### src/rtl/lfs_pkg.sv
package lfs_pkg;

    typedef enum logic [1:0] {
        ST_IDLE = 2'd0,
        ST_REQ  = 2'd1,
        ST_DATA = 2'd2
    } seq_state_e;

endpackage

### src/rtl/lfs_wrap_index.sv
module lfs_wrap_index #(
    parameter int IDX_W = 2
) (
    input  logic [IDX_W-1:0] start_idx,
    input  logic [IDX_W-1:0] count,
    output logic [IDX_W-1:0] idx
);
    // Addition in IDX_W bits wraps at the line boundary by itself.
    always_comb begin
        idx = start_idx + count;
    end
endmodule

### src/rtl/lfs_line_align.sv
module lfs_line_align #(
    parameter int ADDR_W   = 32,
    parameter int LINE_LSB = 6
) (
    input  logic [ADDR_W-LINE_LSB-1:0] line_tag,
    output logic [ADDR_W-1:0]          line_addr
);
    generate
        if (LINE_LSB == 0) begin : g_no_offset
            assign line_addr = line_tag;
        end else begin : g_offset
            assign line_addr = {line_tag, {LINE_LSB{1'b0}}};
        end
    endgenerate
endmodule

### src/rtl/lfs_seq_ctrl.sv
module lfs_seq_ctrl
    import lfs_pkg::*;
#(
    parameter int ADDR_W  = 32,
    parameter int BEATS   = 4,
    parameter int OFF_LSB = 4
) (
    input  logic                                           clk,
    input  logic                                           rst_n,
    input  logic                                           start,
    input  logic [ADDR_W-1:0]                              addr,
    input  logic                                           evict,
    input  logic                                           req_rdy,
    input  logic                                           beat_fire,
    output logic                                           ready,
    output logic                                           req_on,
    output logic                                           data_on,
    output logic                                           wr,
    output logic [ADDR_W-OFF_LSB-$clog2(BEATS)-1:0]        line_tag,
    output logic [$clog2(BEATS)-1:0]                       start_idx,
    output logic [$clog2(BEATS)-1:0]                       count,
    output logic                                           at_last
);
    localparam int IDX_W    = $clog2(BEATS);
    localparam int LINE_LSB = OFF_LSB + IDX_W;
    localparam int TAG_W    = ADDR_W - LINE_LSB;
    localparam logic [IDX_W-1:0] LAST_CNT = IDX_W'(BEATS - 1);

    typedef struct packed {
        seq_state_e       st;
        logic [TAG_W-1:0] tag;
        logic             wr;
        logic [IDX_W-1:0] sidx;
        logic [IDX_W-1:0] cnt;
    } ctx_t;

    ctx_t ctx_d, ctx_q;

    always_comb begin
        ctx_d = ctx_q;
        case (ctx_q.st)
            ST_IDLE: begin
                if (start) begin
                    ctx_d.st   = ST_REQ;
                    ctx_d.tag  = addr[ADDR_W-1:LINE_LSB];
                    ctx_d.wr   = evict;
                    ctx_d.sidx = addr[LINE_LSB-1:OFF_LSB];
                    ctx_d.cnt  = '0;
                end
            end
            ST_REQ: begin
                if (req_rdy) begin
                    ctx_d.st = ST_DATA;
                end
            end
            ST_DATA: begin
                if (beat_fire) begin
                    if (ctx_q.cnt == LAST_CNT) begin
                        ctx_d.st = ST_IDLE;
                    end else begin
                        ctx_d.cnt = ctx_q.cnt + IDX_W'(1);
                    end
                end
            end
            default: ctx_d.st = ST_IDLE;
        endcase
    end

    always_ff @(posedge clk or negedge rst_n) begin
        if (!rst_n) begin
            ctx_q <= '{st: ST_IDLE, tag: '0, wr: 1'b0, sidx: '0, cnt: '0};
        end else begin
            ctx_q <= ctx_d;
        end
    end

    assign ready     = (ctx_q.st == ST_IDLE);
    assign req_on    = (ctx_q.st == ST_REQ);
    assign data_on   = (ctx_q.st == ST_DATA);
    assign wr        = ctx_q.wr;
    assign line_tag  = ctx_q.tag;
    assign start_idx = ctx_q.sidx;
    assign count     = ctx_q.cnt;
    assign at_last   = (ctx_q.cnt == LAST_CNT);
endmodule

### src/rtl/lfs_line_fill_seq.sv
module lfs_line_fill_seq #(
    parameter int ADDR_W = 32,
    parameter int DATA_W = 128,
    parameter int BEATS  = 4,
    parameter int RESP_W = 2
) (
    input  logic                     clk,
    input  logic                     rst_n,
    input  logic                     start_i,
    input  logic [ADDR_W-1:0]        addr_i,
    input  logic                     evict_i,
    output logic                     ready_o,
    output logic                     dn_req_o,
    input  logic                     dn_req_rdy_i,
    output logic [ADDR_W-1:0]        dn_addr_o,
    output logic                     dn_wrap_o,
    output logic                     dn_write_o,
    input  logic                     dn_rvalid_i,
    input  logic [DATA_W-1:0]        dn_rdata_i,
    input  logic [RESP_W-1:0]        dn_rresp_i,
    output logic                     dn_wvalid_o,
    input  logic                     dn_wready_i,
    output logic [DATA_W-1:0]        dn_wdata_o,
    output logic                     up_rvalid_o,
    output logic [DATA_W-1:0]        up_rdata_o,
    output logic [RESP_W-1:0]        up_rresp_o,
    input  logic [DATA_W-1:0]        up_wdata_i,
    output logic                     up_wtake_o,
    output logic                     beat_act_o,
    output logic [$clog2(BEATS)-1:0] beat_idx_o,
    output logic                     beat_last_o
);
    localparam int IDX_W    = $clog2(BEATS);
    localparam int OFF_LSB  = $clog2(DATA_W / 8);
    localparam int LINE_LSB = OFF_LSB + IDX_W;
    localparam int TAG_W    = ADDR_W - LINE_LSB;

    logic             ready, req_on, data_on, wr, at_last, fire;
    logic [TAG_W-1:0] line_tag;
    logic [IDX_W-1:0] start_idx, count;

    // Byte offset within a beat never changes the beat order.
    logic unused_beat_off;
    assign unused_beat_off = ^addr_i[OFF_LSB-1:0];

    assign fire = data_on && (wr ? dn_wready_i : dn_rvalid_i);

    lfs_seq_ctrl #(
        .ADDR_W (ADDR_W),
        .BEATS  (BEATS),
        .OFF_LSB(OFF_LSB)
    ) u_ctrl (
        .clk      (clk),
        .rst_n    (rst_n),
        .start    (start_i),
        .addr     (addr_i),
        .evict    (evict_i),
        .req_rdy  (dn_req_rdy_i),
        .beat_fire(fire),
        .ready    (ready),
        .req_on   (req_on),
        .data_on  (data_on),
        .wr       (wr),
        .line_tag (line_tag),
        .start_idx(start_idx),
        .count    (count),
        .at_last  (at_last)
    );

    lfs_wrap_index #(.IDX_W(IDX_W)) u_idx (
        .start_idx(start_idx),
        .count    (count),
        .idx      (beat_idx_o)
    );

    lfs_line_align #(.ADDR_W(ADDR_W), .LINE_LSB(LINE_LSB)) u_align (
        .line_tag (line_tag),
        .line_addr(dn_addr_o)
    );

    assign ready_o     = ready;
    assign dn_req_o    = req_on;
    assign dn_wrap_o   = req_on;
    assign dn_write_o  = wr;
    assign dn_wvalid_o = data_on && wr;
    assign dn_wdata_o  = up_wdata_i;
    assign up_wtake_o  = data_on && wr && dn_wready_i;
    assign up_rvalid_o = data_on && !wr && dn_rvalid_i;
    assign up_rdata_o  = dn_rdata_i;
    assign up_rresp_o  = dn_rresp_i;
    assign beat_act_o  = fire;
    assign beat_last_o = fire && at_last;
endmodule

### config.mk
export PLATFORM = sky130hd
export DESIGN_NAME = lfs_line_fill_seq
export DESIGN_NICKNAME = d
export VERILOG_FILES = /design/src/rtl/lfs_pkg.sv /design/src/rtl/lfs_wrap_index.sv /design/src/rtl/lfs_line_align.sv /design/src/rtl/lfs_seq_ctrl.sv /design/src/rtl/lfs_line_fill_seq.sv
export SDC_FILE = /design/constraint.sdc
export NUM_CORES = 1
export LEC_CHECK = 0
export BUFFER_PORTS_ARGS = -buffer_cell sky130_fd_sc_hd__buf_2
export CORE_AREA = 2 2 230 232
export DETAILED_ROUTE_END_ITERATION = 8
export DIE_AREA = 0 0 232 234
export PLACE_DENSITY = 0.3
export SLEW_MARGIN = 20
export SYNTH_ARGS = -nofsm -noshare
export SYNTH_HDL_FRONTEND = slang
export SYNTH_SLANG_ARGS = --single-unit
### constraint.sdc
create_clock -name clk -period 3.4 [get_ports clk]
set_input_delay 0.17 -clock clk [delete_from_list [all_inputs] [get_ports clk]]
set_output_delay 0.17 -clock clk [all_outputs]
set_load 0.01 [all_outputs]
# --- Word level (Yosys, flattened, before mapping) ---
# Index checks and enable logic that the tools add are counted.
totals:
  regBits: 33
  latch_bits: 0
  ramBits: 0
  rom_bits: 0
  output_inout_bits: 301
  word_cells: 36
  n_memories: 0
classes:
  add_sub_neg: 2
  multipliers: 0
  div_mod_pow: 0
  magnitude_cmp: 0
  eq_ne: 8
  n_shift: 0
  mux: 9
  n_bitwise: 0
  n_reduce_logical: 12
ops:
  columns: ["op", "n"]
  rows:
  - ["$mux 33", 1]
  - ["$mux 2", 5]
  - ["$reduce_and 4->1", 2]
  - ["$logic_and 1x1->1", 6]
  - ["$ne 2x1->1 const B", 3]
  - ["$pmux 2 s3", 1]
  - ["$eq 2x2->1 const B", 2]
  - ["$ne 2x2->1 const B", 2]
  - ["$pmux 2 s2", 1]
  - ["$add 2x1->2 const B", 1]
  - ["$add 2x2->2", 1]
  - ["$eq 2x1->1 const B", 1]
  - ["$logic_not 2->1", 1]
  - ["$reduce_and 2->1", 1]
  - ["$reduce_bool 2->1", 1]
  - ["$logic_not 1->1", 1]
  - ["$mux 1", 1]

# --- Logic depth before layout (Yosys ltp) ---
# Gate-level depths: netlist (run 1).
depth:
  ltp_word: 4
  depth_mapped: 5

# --- Hierarchy ---
# A second synthesis (run 1) with hierarchy kept.
unflattened:
  cells_unflattened: 409
  area_unflattened_um2: 3792.4
modules_own_cells:
  columns: ["module", "instances", "cells_each", "area_per_inst_um2"]
  rows:
  - ["lfs_line_fill_seq", 1, 266, 1993.2]
  - ["lfs_seq_ctrl", 1, 108, 1519.0]
  - ["lfs_line_align", 1, 33, 244.0]
  - ["lfs_wrap_index", 1, 2, 36.3]

# --- Least setup slack after synthesis (run 1) ---
# Ideal clock, no wire load.
synth_path:
  path_type: "register -> register"
  startpoint: "register u_ctrl.ctx_q[32] (netlist name)"
  endpoint: "register u_ctrl.ctx_q, in the netlist u_ctrl.line_tag[10]"
  setup_ns: 0.125
  t_arrival_ns: 1.348
  setup_slack_ns: 1.927
  path_stages_with_launch: 5
  path_cell_list: "dfrtp_1 -> or3b_1 -> buf_6 -> buf_12 -> mux2_4"
synth_between:
  elab_chain_cells: 2
synth_rtl:
  columns: ["item", "line", "source"]
  rows:
  - ["start: declaration", "lfs_seq_ctrl.sv:37", "ctx_t ctx_d, ctx_q;"]
  - ["start signal: assignment", "lfs_seq_ctrl.sv:71", "ctx_q <= '{st: ST_IDLE, tag: '0, wr: 1'b0, sidx: '0, cnt: '0};"]
  - ["start signal: assignment", "lfs_seq_ctrl.sv:73", "ctx_q <= ctx_d;"]
  - ["$logic_not 2->1", "lfs_seq_ctrl.sv:41", "case (ctx_q.st)"]
  - ["$reduce_and 2->1 (no source line)", null, null]
# No other way between the ends.
# A chain may end at the register's enable or synchronous reset.

# --- Final worst setup path (run 1) ---
layout_path:
  startpoint: "register u_ctrl.ctx_q, in the netlist u_ctrl.wr"
  endpoint: "output beat_last_o"
layout_between:
  elab_chain_cells: 3
layout_rtl:
  columns: ["item", "line", "source"]
  rows:
  - ["$mux 1", "lfs_line_fill_seq.sv:46", "assign fire = data_on && (wr ? dn_wready_i : dn_rvalid_i);"]
  - ["$logic_and 1x1->1", "lfs_line_fill_seq.sv:46", null]
  - ["$logic_and 1x1->1", "lfs_line_fill_seq.sv:92", "assign beat_last_o = fire && at_last;"]
  - ["end: declaration", "lfs_line_fill_seq.sv:31", "output logic beat_last_o"]
# No other way between the ends.

==> results.tsv, run 1 <==
stage	metric	value	unit
synthesis	synth_cell_type_count	27	
die	die-height	234	um
worst_setup_path	path_max_fanout	6	
grt	grtUsageMet2	0.05140	
cts	cts.clk_slew.worst_paths	0.08	ns
layout	fillCellCount	6133	
cts	root_buffer	clkbuf_16	
worst_setup_path	worstPathRequired	3.23	ns
synthesis	ys_warn_count	0	
sta	finalHoldViolCount	0	
run	drv_cap	0	
cts	tritoncts	done	
synthesis	synth_ff_type	dfrtp_1	
grt	grt_usage	0.04115	
synthesis	synthCells	387	
synthesis	synthTopCellsByArea	buf_4 (59%), dfrtp_1 (22%), mux2_4 (11%)	
die	io_pins	598	
synthesis	synth_enable_flop_cells	0	
power	leakage	1.118	nW
worst_setup_path	endpoint_kind	output port	
drt	wire_per_inst	13.47	um
worst_hold_path	hold_path_depth	2	
synthesis	synth_area	3699	um^2
die	start_util	0.07109	
synthesis	synth_top_area_share	0.5907	
worst_setup_path	start_kind	flip-flop	
grt	overflow	0	
sta	setup_ws	1.531	ns
synthesis	yosysTopAreaCell	buf_4	
sta	slew_violations	0	
synthesis	synth-seq-cells	33	
grt	grt_pass1_wl	13960	um
drt	drtIter0Drc	40	
synthesis	avgSynthCellArea	9.557	um^2
sta	worstMarginPinSlew	0.8798	ns
power	vdd_drop_max	0.0002111	V
die	dieArea	54290	um^2
worst_setup_path	r2r.worst_path.cells	2	
sta	clock.fmax	535.0	MHz
place	placed_area	2689	um^2
worst_hold_path	hold_start	dn_req_rdy_i	
drt	drtAntennaViolNets	0	
layout	nNetsFinal	475	
power	p_per_area	780.8	nW/um^2
outcome	status	complete, no violations	
place	detailed_place_hpwl	8908	um
drt	drc	0	
layout	seq_area	825.8	um^2
worst_setup_path	cp.arrival	1.70	ns
sta	finalClockSkew	0.02090	ns
cts	insertion_delay	0.32	ns
place	portBuffers	71	
synthesis	async_flop_share	1.000	
place	gp_congestion	0.6121	
cts	htreeDepth	2	
worst_setup_path	worstSetupPathType	flip-flop to output port	
sta	timing.hold.ws	0.05334	ns
worst_setup_path	r2r_slack	1.64	ns
layout	multi_input_area	631.9	um^2
grt	use_met3	0.04657	
drt	dr.pass1.iters	4	
grt	grt_pass1_vias	1564	
drt	drt-total-wl	11650	um
cts	clkSinkCount	33	
die	dieWidth	232	um
grt	busiest_layer	met2	
sta	fin_tns_setup	0	ns
worst_hold_path	min-delay-path-class	input pin to flip-flop	
worst_setup_path	r2r_end	u_ctrl.line_tag[14]	
die	rows	84	
layout	final_cell_area	2870	um^2
layout	drive_gt1_frac	0.6215	
sta	period_minus_slack	1.869	ns
worst_setup_path	r2r-start	u_ctrl.ctx_q[32]	
cts	clk_path_buf_depth	2	
grt	grt_util_met1	0.03241	
grt	grt_max_degree	33	
drt	num_vias	1480	
synthesis	synth_commonest_cells	buf_4 (291), dfrtp_1 (33), mux2_4 (27), nor2_1 (4)	
place	dpl_worst_slack	1.605	ns
grt	antenna_found_initial	2	
cts	post_cts_resized	0	
sta	rsz0062_at_grt	false	
synthesis	synth_most_common_cell	buf_4	
layout	num_antenna_cells	0	
sta	final-setup-viol-count	0	
worst_hold_path	min_delay_worst_endpoint	u_ctrl.ctx_q[31]	
drt	vias_per_cell	1.711	
synthesis	yosysSeqAreaShare	0.2233	
layout	area_growth	-22.40	%
sta	fin_crit_sh	0.5498	
cts	numCtsBuffers	5	
sta	relSlewSlack	0.4134	
die	placeableCoreArea	52020	um^2
## logic make-up after synthesis
logic type	after synthesis	synth area share
buf+inv	298	0.6116
mux	30	0.1184
flops	33	0.2233
xor+xnor	2	0.004737
simple gates	17	0.02639
compound gates	4	0.007779
fa+ha+maj	2	0.006765
other cells	1	0.001014
## repair_timing
item | CTS | global route
buffers inserted | 0 | 0
hold endpoints to repair | 20 | 0
hold buffers | 1 | 0
## worst max path at each step
stage | startpoint | end | slack, ns | cells past startpoint
after floorplan | u_ctrl.ctx_q[32] | u_ctrl.line_tag[10] | 1.93 | 4
after global placement | u_ctrl.ctx_q[32] | u_ctrl.line_tag[8] | 1.61 | 2
after detailed placement | u_ctrl.ctx_q[32] | u_ctrl.line_tag[8] | 1.60 | 2
after CTS | u_ctrl.wr | beat_last_o | 1.51 | 4
after global routing | u_ctrl.wr | beat_last_o | 1.43 | 4
final | u_ctrl.wr | beat_last_o | 1.53 | 4
## flip-flops by register name, indices dropped and copies added (netlist names)
signal            count
u_ctrl.line_tag      26
u_ctrl.count          2
u_ctrl.ctx_q          2
u_ctrl.start_idx      2
u_ctrl.wr             1
## per-layer routing
layer / wire length, um / vias to the layer above
li1: - / 491
met1: 3350 / 594
met2: 4509 / 277
met3: 2717 / 118
met4: 1076 / 0
met5: 0 / -
## cells in the final DEF, fill, tap and decap left out, drive strengths merged
cell / count
and2: 1
buf: 72
bufinv: 1
clkbuf: 5
clkinv: 1
clkinvlp: 1
conb: 6
dfrtp: 33
dlygate4sd3: 1
ha: 2
inv: 2
mux2: 29
mux2i: 1
nand2: 2
nand2b: 2
nand3: 2
nand3b: 1
nor2: 4
nor2b: 1
nor3b: 1
nor4b: 1
o211ai: 2
o21ai: 1
o2bb2ai: 1
or3b: 1
or4: 1
xnor2: 2
## through the flow
step / power [mW] / util / cells
2_1_floorplan: 1.881 / - / 392
3_3_place_gp: 1.676 / 0.05168 / 856
3_5_place_dp: 1.679 / 0.05168 / 856
4_1_cts: 2.351 / 0.05517 / 865
5_1_grt: 2.432 / 0.05517 / 865
6_report: 2.241 / 0.05517 / 865
## layout make-up
| class | count | area share |
|---|---|---|
| timing repair buffer | 73 | 0.1299 |
| multi-input combinational | 61 | 0.2201 |
| inverter | 2 | 0.002616 |
| clock buffer | 5 | 0.04359 |
| tap | 688 | 0.2999 |
| sequential | 33 | 0.2877 |
| clock inverter | 3 | 0.01613 |
## worst max-delay path, stage by stage (launching register included)
cell     delay [ns]
dfrtp_1        0.44
mux2i_1        0.46
nor2_1         0.13
and2_1         0.21
buf_2          0.14
## where the power goes
group | internal, mW | switching [mW]
Sequential | 0.591 | 0.130
Clock | 0.349 | 0.251
Combinational | 0.502 | 0.419
Total | 1.44 | 0.800
(Power assumes the default switching activity.)
==> inputs of run 2 (changes only) <==
clock period = 1.8 ns   (was 3.4 ns; I/O delays follow)
==> run 2 against run 1 <==
  * Sequential share of layout area fell by 3.2 points
  * First-iteration DRC count fell by 10%
  * Total power increased by 100%
  * Clock power increased by 120%
  * Non-clock buffer count grew 32
  * Routed wire length rose by 0.33%
  * Via count up 6.1%
  * Die area unchanged
  * Register-to-register slack got worse by 1.4 ns
  * Critical path depth did not move
  * Clock skew is 0.0062 ns lower
  * Combinational power rose by 100%
  * Critical endpoint unchanged
==> results.tsv, run 2 (synthesis results as in run 1) <==
stage	metric	value	unit	change
worst_setup_path	path_max_fanout	6		unchanged
run	drv_cap	0		unchanged
layout	final_cell_mix	buf_2 (71), dfrtp_1 (33), dlygate4sd3_1 (31), mux2_4 (27), conb_1 (6)		was buf_2 (71), dfrtp_1 (33), mux2_4 (27), conb_1 (6), clkbuf_16 (5)
layout	finish.utilization	0.06212		was 0.05517
cts	insertion_delay	0.32	ns	about the same
power	power	4.517	mW	was 2.241 mW
cts	tritoncts	done		unchanged
worst_setup_path	cp-startpoint	u_ctrl.wr		unchanged
sta	period_minus_slack	1.679	ns	
die	start_util	0.07109		unchanged
grt	grt_usage	0.04134		was 0.04115
cts	htreeDepth	2		unchanged
die	die-height	234	um	unchanged
worst_setup_path	r2r_end	u_ctrl.line_tag[14]		unchanged
die	dieWidth	232	um	unchanged
sta	relSlewSlack	0.4959		was 0.4134
drt	drtIter0Drc	36		was 40
worst_hold_path	min_delay_worst_endpoint	u_ctrl.ctx_q[32]		was u_ctrl.ctx_q[31]
worst_hold_path	hold_path_depth	4		was 2
sta	final-setup-viol-count	0		unchanged
cts	root_buffer	clkbuf_16		unchanged
worst_hold_path	hold_start	dn_rvalid_i		was dn_req_rdy_i
sta	fin_crit_sh	0.9330		
worst_setup_path	cp.arrival	1.59	ns	was 1.70 ns
worst_setup_path	worstSetupPathType	flip-flop to output port		unchanged
cts	clk_path_buf_depth	2		unchanged
worst_setup_path	worstPathRequired	1.71	ns	was 3.23 ns
worst_setup_path	start_kind	flip-flop		unchanged
layout	area_growth	-12.62	%	was -22.40%
sta	slew_violations	0		unchanged
drt	drt-total-wl	11690	um	was 11650 um
place	detailed_place_hpwl	8949	um	was 8908 um
grt	grt_max_degree	33		unchanged
sta	finalHoldViolCount	0		unchanged
drt	num_vias	1571		was 1480
worst_setup_path	crit_chain	mux2i_4, nor2_1, and2_1, buf_2		was mux2i_1, nor2_1, and2_1, buf_2
layout	drive_gt1_frac	0.5407		was 0.6215
grt	overflow	0		unchanged
sta	finalClockSkew	0.01470	ns	was 0.02090 ns
cts	cts.clk_slew.worst_paths	0.08	ns	about the same
die	placeableCoreArea	52020	um^2	unchanged
outcome	status	complete, no violations		unchanged
place	gp_congestion	0.6011		was 0.6121
grt	grt_pass1_vias	1627		was 1564
power	p_per_area	1398	nW/um^2	was 780.8 nW/um^2
die	dieArea	54290	um^2	unchanged
drt	vias_per_cell	1.749		was 1.711
cts	clkSinkCount	33		unchanged
worst_setup_path	cp_slowest_cell	dfrtp_1		was mux2i_1
layout	largest_reg_flops	26		unchanged
worst_setup_path	r2r.worst_path.cells	3		was 2
grt	grt_pass1_wl	14310	um	was 13960 um
worst_setup_path	r2r-start	u_ctrl.ctx_q[32]		unchanged
die	io_pins	598		unchanged
sta	worstMarginPinSlew	0.7562	ns	was 0.8798 ns
sta	fin_tns_setup	0	ns	unchanged
place	portBuffers	71		unchanged
worst_setup_path	endpoint_kind	output port		unchanged
grt	antenna_found_initial	0		was 2
worst_setup_path	r2r_slack	0.21	ns	was 1.64 ns
layout	nNetsFinal	507		was 475
power	leakage	1.272	nW	was 1.118 nW
drt	drc	0		unchanged
drt	wire_per_inst	13.02	um	was 13.47 um
sta	clock.fmax	595.5	MHz	
drt	drtAntennaViolNets	0		unchanged
layout	final_common_cell	buf_2		unchanged
die	rows	84		unchanged
worst_setup_path	slowest_delay	0.51	ns	was 0.46 ns
drt	dr.pass1.iters	2		was 4
worst_hold_path	min-delay-path-class	input pin to flip-flop		unchanged
sta	rsz0062_at_grt	false		unchanged
cts	numCtsBuffers	5		unchanged
power	vdd_drop_max	0.0003222	V	was 0.0002111 V
## run 2: how the worst max path moves through the flow
stage | end | slack, ns | cells past startpoint
floorplan | u_ctrl.line_tag[10] | 0.33 | 4
global placement | u_ctrl.line_tag[6] | 0.24 | 3
detailed placement | u_ctrl.line_tag[15] | 0.24 | 3
CTS | beat_last_o | 0.06 | 4
global route | beat_last_o | 0.01 | 4
finish | beat_last_o | 0.12 | 4
## run 2: area by class of cell
type                            instances  area, um^2
Fill cell                            6105       48790
Tap cell                              688       860.8
Clock buffer                            5       125.1
Multi-Input combinational cell         61       644.4
Inverter                                2       7.507
Sequential cell                        33       825.8
Antenna cell                            1       2.502
Clock inverter                          3       65.06
Timing Repair Buffer                  105       700.7
## run 2: timing repair
item	CTS	global route
buffers inserted	0	0
gates resized for setup	1	1
endpoints found under the setup margin	1	1
hold endpoints to repair	54	0
hold buffers	31	0
## run 2: where the power goes
group / switching (mW) / total, mW / internal (mW)
Clock: 0.491 / 1.29 / 0.796
Sequential: 0.248 / 1.36 / 1.12
Combinational: 0.838 / 1.87 / 1.03
## run 2: metrics by stage
step                worst slack (ns)  cells  area [um^2]  hold WS (ns)
global route                 0.01415    897         3229        0.1771
detailed placement            0.2360    858         2716        0.1801
floorplan                     0.3270    392         3717       -0.2056
global placement              0.2379    858         2716        0.1801
finish                        0.1207    898         3232        0.1749
CTS                          0.06179    897         3221        0.1492
## run 2: metal layers
layer | global-route usage | vias up | routed length (um)
met3 | 0.04390 | 111 | 2566
li1 | - | 553 | -
met2 | 0.05103 | 269 | 4505
met5 | 0 | - | 0
met1 | 0.03345 | 638 | 3515
met4 | 0.04708 | 0 | 1105
## run 2: critical path: cells and delay by family (launching register included)
kind          cells  cell delay [ns]
simple gates      2             0.29
buf+inv           1             0.14
flops             1             0.51
mux               1             0.34
